===== config.mk =====
export PLATFORM = sky130hd
export DESIGN_NAME = vfs_top
export DESIGN_NICKNAME = d
export VERILOG_FILES = /design/src/rtl/vfs_pkg.sv /design/src/rtl/vfs_lane.sv /design/src/rtl/vfs_ctrl.sv /design/src/rtl/vfs_top.sv
export SDC_FILE = /design/constraint.sdc
export NUM_CORES = 2
export LEC_CHECK = 0
export ABC_CLOCK_PERIOD_IN_PS = 2600
export BUFFER_PORTS_ARGS = -buffer_cell sky130_fd_sc_hd__buf_2
export CORE_MARGIN = 2
export CORE_UTILIZATION = 35
export CTS_CLUSTER_SIZE = 28
export DETAILED_ROUTE_END_ITERATION = 12
export HOLD_SLACK_MARGIN = 0.1
export MAX_ROUTING_LAYER = met4
export PLACE_DENSITY = 0.55
export SKIP_CTS_REPAIR_TIMING = 1
export SKIP_LAST_GASP = 1
export SYNTH_ARGS = -nofsm -noshare
export SYNTH_HDL_FRONTEND = slang
export SYNTH_SLANG_ARGS = --single-unit
export TNS_END_PERCENT = 50

===== constraint.sdc =====
create_clock -name clk_i -period 2.6 [get_ports clk_i]
set_input_delay 0.52 -clock clk_i [delete_from_list [all_inputs] [get_ports clk_i]]
set_output_delay 0.52 -clock clk_i [all_outputs]
set_load 0.005 [all_outputs]

===== src/rtl/vfs_pkg.sv =====
package vfs_pkg;

    // binary32 field widths
    localparam int SP_EXP = 8;
    localparam int SP_MAN = 23;
    // binary64 field widths
    localparam int DP_EXP = 11;
    localparam int DP_MAN = 52;

    // output sequencing states
    typedef enum logic {
        ST_IDLE = 1'b0,
        ST_SHOW = 1'b1
    } vfs_state_e;

    // operand classes inside one element
    typedef enum logic [2:0] {
        FC_ZERO = 3'd0,
        FC_SUB  = 3'd1,
        FC_NORM = 3'd2,
        FC_INF  = 3'd3,
        FC_NAN  = 3'd4
    } fp_class_e;

endpackage


===== src/rtl/vfs_lane.sv =====
module vfs_lane
    import vfs_pkg::*;
#(
    parameter int EXP_W = 8,
    parameter int MAN_W = 23
) (
    input  logic [EXP_W+MAN_W:0] a_i,
    input  logic [EXP_W+MAN_W:0] k_i,
    output logic [EXP_W+MAN_W:0] y_o,
    output logic                 ovf_o,
    output logic                 unf_o
);

    localparam int W    = EXP_W + MAN_W + 1;
    localparam int SW   = EXP_W + 4;            // exponent arithmetic width
    localparam int LZW  = $clog2(MAN_W + 1) + 1;
    localparam int SIGW = MAN_W + 1;            // significand with hidden bit
    localparam int RW   = MAN_W + 2;            // rounding workspace
    localparam int LIM  = 2 ** (EXP_W + 1);     // scale saturation bound
    localparam logic signed [W-1:0]  K_HI  = W'(LIM);
    localparam logic signed [W-1:0]  K_LO  = -K_HI;
    localparam logic signed [SW-1:0] E_TOP = SW'((2 ** EXP_W) - 1);
    localparam logic signed [SW-1:0] E_ONE = SW'(1);
    localparam logic signed [SW-1:0] SH_MAX = SW'(MAN_W + 2);

    logic                    sgn;
    logic [EXP_W-1:0]        fexp;
    logic [MAN_W-1:0]        frac;
    fp_class_e               cls;
    logic [LZW-1:0]          lz;
    logic                    lz_hit;
    logic [SIGW-1:0]         sig;
    logic signed [SW-1:0]    eb;
    logic signed [SW-1:0]    ksat;
    logic signed [SW-1:0]    esum;
    logic signed [SW-1:0]    shamt;
    logic [SW-1:0]           shv;
    logic [RW-1:0]           wide;
    logic [RW-1:0]           quo;
    logic [RW-1:0]           rem;
    logic [RW-1:0]           half;
    logic [RW-1:0]           mask;
    logic                    rnd_up;
    logic [EXP_W+MAN_W-1:0]  mag_sub;

    assign {sgn, fexp, frac} = a_i;

    // operand classification
    always_comb begin
        if (fexp == '1) begin
            cls = (frac == '0) ? FC_INF : FC_NAN;
        end else if (fexp == '0) begin
            cls = (frac == '0) ? FC_ZERO : FC_SUB;
        end else begin
            cls = FC_NORM;
        end
    end

    // leading zeros of the fraction, for subnormal normalisation
    always_comb begin
        lz     = '0;
        lz_hit = 1'b0;
        for (int b = MAN_W - 1; b >= 0; b--) begin
            if (!lz_hit) begin
                if (frac[b]) begin
                    lz_hit = 1'b1;
                end else begin
                    lz = lz + 1'b1;
                end
            end
        end
    end

    // significand with leading one at bit MAN_W, and its biased exponent
    always_comb begin
        if (cls == FC_SUB) begin
            sig = SIGW'({1'b0, frac} << (lz + 1'b1));
            eb  = -$signed(SW'(lz));
        end else begin
            sig = {1'b1, frac};
            eb  = $signed(SW'(fexp));
        end
    end

    // saturate the full-width scale integer into the exponent window
    always_comb begin
        if ($signed(k_i) > K_HI) begin
            ksat = $signed(SW'(LIM));
        end else if ($signed(k_i) < K_LO) begin
            ksat = -$signed(SW'(LIM));
        end else begin
            ksat = $signed(k_i[SW-1:0]);
        end
    end

    assign esum  = eb + ksat;
    assign shamt = E_ONE - esum;
    assign shv   = shamt;

    // right shift into the subnormal range with nearest-even rounding
    always_comb begin
        wide    = {1'b0, sig};
        mask    = (RW'(1) << shv) - RW'(1);
        quo     = wide >> shv;
        rem     = wide & mask;
        half    = RW'(1) << (shv - SW'(1));
        rnd_up  = (rem > half) || ((rem == half) && quo[0]);
        mag_sub = (EXP_W + MAN_W)'(quo) + (EXP_W + MAN_W)'(rnd_up);
    end

    // result selection
    always_comb begin
        y_o   = a_i;
        ovf_o = 1'b0;
        unf_o = 1'b0;
        unique case (cls)
            FC_ZERO, FC_INF: begin
                y_o = a_i;
            end
            FC_NAN: begin
                y_o = a_i | (W'(1) << (MAN_W - 1));
            end
            FC_SUB, FC_NORM: begin
                if (esum >= E_TOP) begin
                    y_o   = {sgn, {EXP_W{1'b1}}, {MAN_W{1'b0}}};
                    ovf_o = 1'b1;
                end else if (esum >= E_ONE) begin
                    y_o = {sgn, esum[EXP_W-1:0], sig[MAN_W-1:0]};
                end else if (shamt >= SH_MAX) begin
                    y_o   = {sgn, {(W-1){1'b0}}};
                    unf_o = 1'b1;
                end else begin
                    y_o   = {sgn, mag_sub};
                    unf_o = (mag_sub == '0);
                end
            end
            default: begin
                y_o = a_i;
            end
        endcase
    end

endmodule


===== src/rtl/vfs_ctrl.sv =====
module vfs_ctrl
    import vfs_pkg::*;
(
    input  logic clk_i,
    input  logic rst_ni,
    input  logic vld_i,
    output logic load_o,
    output logic vld_o
);

    vfs_state_e st_q;
    vfs_state_e st_d;

    // next-state logic
    always_comb begin
        st_d = st_q;
        unique case (st_q)
            ST_IDLE: if (vld_i)  st_d = ST_SHOW;
            ST_SHOW: if (!vld_i) st_d = ST_IDLE;
        endcase
    end

    // state register
    always_ff @(posedge clk_i or negedge rst_ni) begin
        if (!rst_ni) begin
            st_q <= ST_IDLE;
        end else begin
            st_q <= st_d;
        end
    end

    // outputs
    always_comb begin
        load_o = vld_i;
        vld_o  = (st_q == ST_SHOW);
    end

endmodule


===== src/rtl/vfs_top.sv =====
module vfs_top
    import vfs_pkg::*;
#(
    parameter int VEC_W = 128
) (
    input  logic                  clk_i,
    input  logic                  rst_ni,
    input  logic                  vld_i,
    input  logic                  dbl_i,
    input  logic [VEC_W-1:0]      src_a_i,
    input  logic [VEC_W-1:0]      src_k_i,
    output logic                  vld_o,
    output logic [VEC_W-1:0]      res_o,
    output logic [VEC_W/32-1:0]   ovf_o,
    output logic [VEC_W/32-1:0]   unf_o
);

    localparam int SP_W = 1 + SP_EXP + SP_MAN;
    localparam int DP_W = 1 + DP_EXP + DP_MAN;
    localparam int NSP  = VEC_W / SP_W;
    localparam int NDP  = VEC_W / DP_W;

    logic [VEC_W-1:0] sp_res;
    logic [VEC_W-1:0] dp_res;
    logic [NSP-1:0]   sp_ovf;
    logic [NSP-1:0]   sp_unf;
    logic [NDP-1:0]   dp_ovf;
    logic [NDP-1:0]   dp_unf;
    logic [VEC_W-1:0] res_d;
    logic [NSP-1:0]   ovf_d;
    logic [NSP-1:0]   unf_d;
    logic             load;

    // binary32 element datapaths
    for (genvar g = 0; g < NSP; g++) begin : g_sp
        vfs_lane #(
            .EXP_W (SP_EXP),
            .MAN_W (SP_MAN)
        ) u_lane (
            .a_i   (src_a_i[g*SP_W +: SP_W]),
            .k_i   (src_k_i[g*SP_W +: SP_W]),
            .y_o   (sp_res[g*SP_W +: SP_W]),
            .ovf_o (sp_ovf[g]),
            .unf_o (sp_unf[g])
        );
    end

    // binary64 element datapaths
    for (genvar g = 0; g < NDP; g++) begin : g_dp
        vfs_lane #(
            .EXP_W (DP_EXP),
            .MAN_W (DP_MAN)
        ) u_lane (
            .a_i   (src_a_i[g*DP_W +: DP_W]),
            .k_i   (src_k_i[g*DP_W +: DP_W]),
            .y_o   (dp_res[g*DP_W +: DP_W]),
            .ovf_o (dp_ovf[g]),
            .unf_o (dp_unf[g])
        );
    end

    // width-mode selection
    always_comb begin
        if (dbl_i) begin
            res_d = dp_res;
            ovf_d = NSP'(dp_ovf);
            unf_d = NSP'(dp_unf);
        end else begin
            res_d = sp_res;
            ovf_d = sp_ovf;
            unf_d = sp_unf;
        end
    end

    vfs_ctrl u_ctrl (
        .clk_i  (clk_i),
        .rst_ni (rst_ni),
        .vld_i  (vld_i),
        .load_o (load),
        .vld_o  (vld_o)
    );

    // result register, loaded only on valid cycles
    always_ff @(posedge clk_i or negedge rst_ni) begin
        if (!rst_ni) begin
            res_o <= '0;
            ovf_o <= '0;
            unf_o <= '0;
        end else if (load) begin
            res_o <= res_d;
            ovf_o <= ovf_d;
            unf_o <= unf_d;
        end
    end

endmodule


==> results by group <==
Outcome
  • Status: finished with violations
  • Failing checks: setup timing

Clock tree
  • Worst-skew pair later-pin latency: slightly below 0.6 ns
  • H-tree Lvls: 4
  • Clk slew on worst S/H paths: 0.10 ns
  • CTS Buf Count: 25
  • Clock buffer depth: 3
  • CTS root buf: clkbuf_16
  • # clock sinks: 137
  • CTS tree: yes

STA
  • Fmax: 32.1 MHz
  • Fin. max-slew vios: 0
  • RSZ-0062 raised after global routing: true
  • Post-route setup TNS: -3528.48 ns
  • Min cycle time layout: just over 30 ns
  • Fin Clk Skew: 0 ns
  • Worst slew pin tran: between 1 and 1.5 ns
  • Final worst setup slack: -28.54 ns
  • Final setup violation count: between 100 and 150
  • Max_slew headroom: 18.8%
  • Hold WS: 0.166 ns
  • Final Hold Vio Count: 0
  • Final period utilization: 1200%

Pwr
  • Static leakage: 65.1 nW
  • Sw power: 15.1 mW
  • Clock power share: 11.9%
  • Worst-case vdd ir drop: about 0.44 mV
  • Seq pwr share: 9.0%
  • Power Dens Cells: 206 nW/um2
  • Switch share: roughly half
  • P_int: 14.1 mW
  • Logic gate share of total power: about four fifths

Worst setup path
  • Critical R2R Launch: unf_o[1]$_DFFE_PN0P_
  • Crit-path max FO: 5
  • Worst setup SP type: input port
  • CP max stage delay: 0.57 ns
  • WS Path Type: input port to register
  • Crit path arrival time: about 32 ns
  • Crit-path most repeated cell: ha_4
  • Slowest cell on the critical path: or4_4
  • Setup crit end kind: register
  • WP data required: 3.14 ns
  • Critical Path Start: src_a_i[51]

Synth
  • Dominant synthesized flop cell: dfrtp_1
  • Sequential fraction of the synthesis area: 3.81%
  • Synth unique cells: 128
  • Post-synth EDFFs: 0
  • Syn Nets: 14800
  • Syn Area/Cell: 6.43 um2
  • Post-synthesis cell count: between 10000 and 15000
  • Netlist Area Pre-Place: 89900 um2
  • Register bit total from synthesis: 137
  • Ys async rst share: 100%
  • Synth warnings: 0

Layout
  • Most common cell after layout, fill and taps aside: buf_4
  • Fin nets: 20100
  • Fill cell total of the finished layout: 25800
  • Finished Layout Cells: 22700
  • Area Growth Syn to Fin: 58.0%
  • Share of cells above drive strength 1: between 30% and 40%
  • Commonest non-fill, non-tap cells in the layout: 5730 x buf_4, 1846 x nand2_1, 1571 x nor2_1

Global routing
  • M3 GR Usage: 9.36%
  • Vias in the first global route: about 130k
  • Initial antenna violation count: 51
  • Met2 Track Usage GR: 70.9%
  • Layer with the highest usage: met2
  • Grt total ovfl: 0
  • Routing usage on met1: between 50% and 60%
  • First-pass GRT wire length: between 800000 and 900000 um
  • Largest net degree at the start of global routing: just under 80
  • GR Util All Layers: between 40% and 50%

Detailed routing
  • Antenna Nets Post-Route: 0
  • Via-to-Cell Ratio: 5.97
  • 1st-pass router iterations: 8
  • Routed WL: approximately 630000 um
  • Routed len/inst: 27.7 um
  • Via count: 136000
  • Drt drc: 0
  • DRT iter0 DRCs: roughly 17000

Floorplan
  • # IOs: 397
  • Core area: about 260000 um2
  • Row cnt: 186
  • Die height: 511 um
  • Die Wd: 511 um
  • Die Footprint: 261000 um2
  • Starting density of the core: 35.1%

Min path
  • Min-delay worst type: input port to register
  • Hold Startpoint: src_a_i[127]

Place
  • Final GP Congestion: 1.18
  • Placed cells: between 20000 and 25000
  • IO buf count: 396
  • Worst slack at placement: -30.21 ns
  • DP Wirelength: approximately 520000 um

Run
  • Max_cap viols: 0
## final cells by class
| type | count | area (um2) | area share, % |
|---|---|---|---|
| Sequential cell | 137 | 3430 | 2.41 |
| Timing Repair Buffer | 6237 | 46900 | 33.0 |
| Tap cell | 3384 | 4230 | 2.98 |
| Antenna cell | 44 | 110 | 0.0775 |
| Clock buffer | 29 | 681 | 0.479 |
| Multi-Input combinational cell | 12600 | 85500 | 60.2 |
| Clock inverter | 4 | 47.5 | 0.0335 |
| Inverter | 319 | 1210 | 0.851 |
## power by group through the flow
stage	Sequential, mW	Clock (mW)	Combinational (mW)
after detailed placement	2.63	0	21.6
final	2.62	3.49	23.1
after floorplan	2.51	0	9.41
after global routing	2.62	3.57	24.0
after global placement	2.64	0	21.7
after CTS	2.60	3.53	21.7
## sequential cells by signal, indices dropped and copies added (netlist names)
| name | count |
|---|---|
| ovf_o | 4 |
| res_o | 128 |
| u_ctrl.vld_o | 1 |
| unf_o | 4 |
## synth_stat cells, types with 45 or more instances
master    instances  share of area, %
dfrtp_1         137               3.8
xor2_1          308               3.0
xnor2_1         577               5.6
inv_1           302               1.3
mux2_2          147               1.8
a22oi_1         134               1.1
and3_1          160               1.1
o21a_1           68              0.57
nor2_1         1616               6.7
ha_1            516               7.2
o31ai_1         100              0.83
o32ai_1          46              0.45
a31oi_1         193               1.3
or3_1           109              0.76
mux2i_1         832               9.3
nand2b_1        184               1.3
o22ai_1         123              0.86
nor3_1          458               2.5
nor2b_1         214               1.5
o21bai_1         68              0.57
o221ai_1         68              0.66
buf_2            49              0.27
nand4_1         231               1.6
clkbuf_1        783               3.3
or4_1            46              0.38
a21oi_1        1030               5.7
o211ai_1        134               1.1
o21ai_0         884               4.9
and2_1          213               1.5
nand3_1         527               2.9
nor4_1          168               1.2
buf_1           111              0.46
a32oi_1          84              0.82
o311ai_0         56              0.55
a21o_1          162               1.4
a211oi_1        138               1.2
nand2_1        1876               7.8
a221oi_1         73              0.71
nor3b_1          57              0.48
or2_2           102              0.71
a21boi_0         45              0.38
xnor3_1          61               1.5
## path summary, 6_finish.rpt
check / end / slack (ns) / depth (start not counted)
worst max-delay path: unf_o[0]$_DFFE_PN0P_ / -28.54 / 187
worst min-delay path: res_o[127]$_DFFE_PN0P_ / 0.17 / 2
worst max register to register: unf_o[1]$_DFFE_PN0P_ / -0.40 / 9
worst min register to register: res_o[86]$_DFFE_PN0P_ / 0.48 / 1
max in group asynchronous: u_ctrl.vld_o$_DFF_PN0_ / 1.34 / 3
min in group asynchronous: res_o[36]$_DFFE_PN0P_ / 0.46 / 2
## per-stage QoR
| stage | power, mW | area (um2) | utilization, % |
|---|---|---|---|
| floorplan | 11.9 | 91200 | - |
| global placement | 24.3 | 138000 | 53.8 |
| detailed placement | 24.2 | 138000 | 53.8 |
| CTS | 27.9 | 139000 | 54.1 |
| global route | 30.1 | 142000 | 55.5 |
| finish | 29.2 | 142000 | 55.5 |
## logic make-up (layout without fill, tap and decap cells)
| kind of cell | Yosys count | after routing | synth area share, % |
|---|---|---|---|
| buffers and inverters | 1278 | 6589 | 5.52 |
| xor gates and xnor gates | 980 | 980 | 10.9 |
| muxes | 997 | 997 | 11.6 |
| and+or+nand+nor | 6113 | 6113 | 32.1 |
| adders and majority gates | 534 | 534 | 7.45 |
| other | 0 | 44 | 0 |
| AOI/OAI and AO/OA | 3953 | 3953 | 28.7 |
| DFF | 137 | 137 | 3.81 |
## layer usage
layer | vias to the layer above | wire (um)
met5 | - | 0
met2 | 7409 | 269000
met4 | 0 | 65900
li1 | 62200 | -
met3 | 2156 | 56300
met1 | 63900 | 237000
## worst max-delay path, delay by kind of cell
kind / cells / cell delay, ns
xor+xnor: 8 / 1.36
simple gates: 45 / 6.31
fa+ha+maj: 31 / 7.79
buf+inv: 9 / 0.90
compound gates: 80 / 12.16
mux: 14 / 2.52
Power figures use the tool's default switching activity.
